`src/rtl/flash_erase_seq.sv`:
```
module flash_erase_seq #(
  parameter int          AW        = 8,
  parameter int          DW        = 8,
  parameter int          PW        = 7,
  parameter logic [7:0]  CMD_ADDR  = 8'h94,
  parameter logic [7:0]  PAGE_ADDR = 8'hB7,
  parameter logic [7:0]  MEEN_ADDR = 8'hB2,
  parameter logic [7:0]  PAGE_KEY  = 8'h55,
  parameter logic [7:0]  MASS_KEY  = 8'hAA
) (
  input  logic          clk,
  input  logic          rst_n,
  input  logic          reg_wr,
  input  logic          reg_rd,
  input  logic [AW-1:0] reg_addr,
  input  logic [DW-1:0] reg_wdata,
  output logic [DW-1:0] reg_rdata,
  input  logic          dbg_en,
  input  logic          flash_busy,
  output logic          page_erase_start,
  output logic          mass_erase_start,
  output logic [PW-1:0] erase_page
);

  localparam int PAD = DW - PW;

  logic [PW-1:0] page_q;
  logic          meen_q;
  logic          arm_pg, arm_me;

  wire wr_cmd  = reg_wr && (reg_addr == AW'(CMD_ADDR));
  wire wr_page = reg_wr && (reg_addr == AW'(PAGE_ADDR));
  wire wr_meen = reg_wr && (reg_addr == AW'(MEEN_ADDR));
  wire go_page = wr_cmd && !flash_busy && arm_pg && (reg_wdata == DW'(PAGE_KEY));
  wire go_mass = wr_cmd && !flash_busy && arm_me && dbg_en && (reg_wdata == DW'(MASS_KEY));

  always_ff @(posedge clk or negedge rst_n) begin
    if (!rst_n) begin
      page_q           <= '0;
      meen_q           <= 1'b0;
      arm_pg           <= 1'b0;
      arm_me           <= 1'b0;
      page_erase_start <= 1'b0;
      mass_erase_start <= 1'b0;
    end else begin
      page_erase_start <= go_page;
      mass_erase_start <= go_mass;
      if (reg_wr) begin
        arm_pg <= wr_page;
        arm_me <= wr_meen;
      end
      if (wr_page) page_q <= reg_wdata[PW-1:0];
      if (wr_meen) meen_q <= reg_wdata[0];
    end
  end

  assign erase_page = page_q;

  always_comb begin
    reg_rdata = '0;
    if (reg_rd) begin
      if (reg_addr == AW'(PAGE_ADDR))      reg_rdata = {{PAD{1'b0}}, page_q};
      else if (reg_addr == AW'(MEEN_ADDR)) reg_rdata = {{(DW-1){1'b0}}, meen_q};
    end
  end

  AST_PULSE_EXCL: assert property (@(posedge clk) disable iff (!rst_n)
    !(page_erase_start && mass_erase_start));
  AST_PAGE_ONE_CYCLE: assert property (@(posedge clk) disable iff (!rst_n)
    page_erase_start |=> !page_erase_start);
  AST_MASS_ONE_CYCLE: assert property (@(posedge clk) disable iff (!rst_n)
    mass_erase_start |=> !mass_erase_start);
  AST_PAGE_FROM_KEY: assert property (@(posedge clk) disable iff (!rst_n)
    page_erase_start |-> $past(reg_wr && reg_addr == AW'(CMD_ADDR)
                               && reg_wdata == DW'(PAGE_KEY) && !flash_busy));
  AST_MASS_NEEDS_DBG: assert property (@(posedge clk) disable iff (!rst_n)
    mass_erase_start |-> $past(reg_wr && reg_addr == AW'(CMD_ADDR)
                               && reg_wdata == DW'(MASS_KEY) && dbg_en && !flash_busy));
  AST_PAGE_PAGE_STABLE: assert property (@(posedge clk) disable iff (!rst_n)
    page_erase_start |-> $stable(erase_page));
  AST_CMD_READS_ZERO: assert property (@(posedge clk) disable iff (!rst_n)
    (reg_rd && reg_addr == AW'(CMD_ADDR)) |-> reg_rdata == '0);
  AST_PAGE_BIT7_ZERO: assert property (@(posedge clk) disable iff (!rst_n)
    (reg_rd && reg_addr == AW'(PAGE_ADDR)) |-> !reg_rdata[DW-1]);

endmodule

```
`config.mk`:
```
export PLATFORM = sky130hd
export DESIGN_NAME = flash_erase_seq
export DESIGN_NICKNAME = d
export VERILOG_FILES = /design/src/rtl/flash_erase_seq.sv
export SDC_FILE = /design/constraint.sdc
export NUM_CORES = 1
export LEC_CHECK = 0
export BUFFER_PORTS_ARGS = -buffer_cell sky130_fd_sc_hd__buf_2
export CAP_MARGIN = 20
export CORE_MARGIN = 2
export CORE_UTILIZATION = 37
export DETAILED_ROUTE_END_ITERATION = 8
export GPL_TIMING_DRIVEN = 0
export PLACE_DENSITY_LB_ADDON = 0.25
export REMOVE_ABC_BUFFERS = 1
export SYNTH_ARGS = -nofsm -noshare
export SYNTH_HDL_FRONTEND = slang
export SYNTH_SLANG_ARGS = --single-unit
```
`constraint.sdc`:
```
create_clock -name clk -period 0.8 [get_ports clk]
set_input_delay 0.08 -clock clk [delete_from_list [all_inputs] [get_ports clk]]
set_output_delay 0.08 -clock clk [all_outputs]
set_load 0.02 [all_outputs]
```
* Yosys cells after proc, flatten, opt, wreduce, memory -nomap -nowiden
Cells that the tools add are included.
** Word-level totals
- Bits of input ports :: 22
- Output and inout port bits :: 17
- Bits in registers :: 12
** Cells by class
- Equal/unequal tests :: 5
- Multiplexer cells :: 3
- Reduce and logical (&&, ||, !) cells :: 10
** Operators by type and width (number)
- == test 8 bit, second input constant :: 4
- two-way mux 7 bit :: 2
- logical AND 1 bit :: 9
- == test 8 x 7 -> 1 bit, second input constant :: 1
- logical NOT 1 bit :: 1
- two-way mux 1 bit :: 1

* Depth between registers and ports, before layout
- Depth in word-level cells :: 6
- Depth in mapped cells :: 3
- Gate-level depth less buffers :: 3

* Least setup slack after synthesis
Ideal clock, no wire load.
- Path type :: in2reg
- Start :: in reg_addr[6]
- End :: reg page_q[0], in the netlist erase_page[0]
- Path slack :: -198 ps
- Path buffers :: 0
- Data arrival time :: 873 ps
- Cell stages on the path :: 3
- Data required time :: 675 ps
- Cell sequence :: and4b_1 -> nand3_4 -> mux2_4
** On the way
- Longest elaborated chain between the ends :: 2
** RTL lines
- start: declaration :: RTL line 15 : input logic [AW-1:0] reg_addr,
- == test 8 bit :: RTL line 32 : wire wr_page = reg_wr && (reg_addr == AW'(PAGE_ADDR));
- logical AND 1 bit :: RTL line 32
- end signal: assignment :: RTL line 52 : if (wr_page) page_q <= reg_wdata[PW-1:0];
- end: declaration :: RTL line 27 : logic [PW-1:0] page_q;
No other way between the ends.
A chain may end at the register's enable or synchronous reset.

* Final worst setup path
- Start :: reg page_q[0], in the netlist erase_page[0]
- End :: out reg_rdata[0]
** On the way
- Longest elaborated chain between the ends :: 2
** RTL lines
- two-way mux 7 bit :: RTL line 62 : if (reg_addr == AW'(PAGE_ADDR)) reg_rdata = {{PAD{1'b0}}, page_q};
- two-way mux 7 bit :: RTL line 61 : if (reg_rd) begin
- end: declaration :: RTL line 17 : output logic [DW-1:0] reg_rdata,
No other way between the ends.

==> qor.csv <==
metric,value,unit
grtUsageTotal,0.161,
synth-simple-area-share,0.296,
dr.pass1.iters,2,
core,1670,um^2
cp_data_required_time,0.72,ns
dp_slack,-0.413,ns
clk_latency,0.26,ns
final_nets,126,
setup_viol,24,
layout.area.seq,300,um^2
synth.distinct_cells,20,
min_path_type,in -> reg,
fmax,906,MHz
yosysSeqAreaShare,0.467,
finalHoldViolations,0,
multi_input_area,364,um^2
antenna_found_initial,0,
violations,negative setup slack,
synth_mux_area_frac,0.181,
min_period,1.10,ns
crit_path_start_kind,register,
skew,0.0000734,ns
grt_pass1_wl,2300,um
cts.sinks,12,
drt_iter0_drc,3,
synth_top_family_by_area,simple AND/OR/NAND/NOR gates,
synthXorXnorAreaFrac,0,
placement.io_buffers,37,
grt_pass1_vias,566,
grt_overflow_total,0,
ios,39,
status,"finished, violations left",
p_leak,0.000568,uW
syn_inst,52,
die_y,45.7,um
yosysWarningCount,0,
drive_gt1_frac,0.686,
syn2layout_area_growth,71.4,%
total_power,1240,uW
die_area,2090,um^2
rsz0062_at_grt,yes,
synth-seq-cells,12,
ant_nets,0,
synthAdderAreaFrac,0,
cts_max_level,1,
initial_core_util,0.385,
diodes,0,
post-route-period-util,1.38,
cts_made_buffers,3,
wl,1510,um
report.final.slew_viol_count,0,
synth_compound_area_frac,0.0272,
tritoncts,done,
critPathArrivalTime,1.02,ns
drcViolationCount,0,
worst_slack,-0.304,ns
via_per_inst,5.07,
drv_cap,0,
syn_avg_cell_area,12.4,um^2
die_w,45.7,um
gp_congestion,0.657,
crit_path_max_fanout,2,
irDropWorstVdd,903,uV
vias,603,
rows,15,
grt_max_degree,13,
syn_area,643,um^2
clk_path_buf_depth,2,
power_density,1120,nW/um^2
clk_pin_slew,0.07,ns
routedWlPerCell,12.6,um
cp-end-kind,output pin,
hold_ws,0.0544,ns
worstSetupPathType,reg -> out,
fillers,142,
cts_root_buf,clkbuf_4,
[cells by family (layout without fill, tap and decap cells)]
group / after synthesis / count (layout)
other cells: 1 / 1
mux: 8 / 8
compound gates: 3 / 3
simple gates: 25 / 25
buf+inv: 3 / 53
flops: 12 / 12
[final timing paths]
check                              endpoint  cells after the start          start  slack, ns
max in group asynchronous     erase_page[5]                      2          rst_n       0.35
max                            reg_rdata[0]                      3  erase_page[0]      -0.30
min reg2reg                mass_erase_start                      2         arm_me       0.52
min in group asynchronous     erase_page[4]                      2          rst_n       0.23
min                        mass_erase_start                      3         dbg_en       0.05
max reg2reg                   erase_page[0]                      3  erase_page[0]      -0.19
[cell usage in the layout, fill, tap and decap left out, types with 3 or more instances in the layout]
cell      Yosys  layout
buf_6         0      19
buf_2         0      19
dfrtp_1      12      12
buf_4         1       9
mux2_4        7       7
and2_4        0       6
nor2_1        3       3
nand4_1       3       3
nor4bb_1      3       3
clkbuf_4      0       3
[cell usage after synthesis]
cell	instances	share of area
nor4b_2	1	0.023
nand3_4	1	0.027
o21ai_0	2	0.016
mux2_4	7	0.16
nor2_1	3	0.018
nand2_1	1	0.0058
nand3_1	1	0.0078
buf_4	1	0.012
nor4b_1	2	0.027
nand4_1	3	0.029
conb_1	1	0.0058
and3_1	1	0.0097
inv_1	2	0.012
nor3b_1	1	0.012
and4b_1	2	0.031
mux2_2	1	0.018
nor4bb_1	3	0.047
dfrtp_1	12	0.47
and2_1	6	0.058
a22oi_1	1	0.012
[state kept, by name (all words and copies together) (netlist names)]
name,count
erase_page,7
arm_me,1
arm_pg,1
mass_erase_start,1
meen_q,1
page_erase_start,1
[critical path, stage by stage (launching register included)]
cell and delay (ns):
dfrtp_1 0.38, a22oi_1 0.18, nor2_1 0.05, buf_2 0.15
[area by class of cell]
type                       count  area share
timing repair buffer          48       0.351
multi-input combinational     37       0.330
sequential                    12       0.272
clock buffer                   3      0.0204
tap                           17      0.0193
inverter                       2     0.00681
[power by group]
group	switching [uW]	internal, uW
registers	16.1	626
clock network	170	174
logic	105	148
total	291	948
[per-stage QoR]
stage,cell area [um^2],instances,setup TNS [ns],util
CTS,1050,115,-3.41,0.631
floorplan,636,51,-2.50,-
global route,1100,119,-4.36,0.660
global placement,842,105,-5.76,0.504
finish,1100,119,-3.57,0.660
detailed placement,842,105,-6.01,0.504
[layer usage]
metal / GRT usage / part of all wire / vias up
li1: - / - / 297
met4: 0.0857 / 0.013 / 0
met1: 0.184 / 0.41 / 276
met2: 0.279 / 0.52 / 26
met5: 0 / 0 / -
met3: 0.0357 / 0.059 / 4
[repair_timing]
item	4_1_cts	5_1_grt
setup endpoints to repair	23	24
buffers inserted	6	4
hold endpoints to repair	12	0
resized for setup	43	4
pin swaps	4	8
hold buffers	1	0
Power figures use the tool's default switching activity.
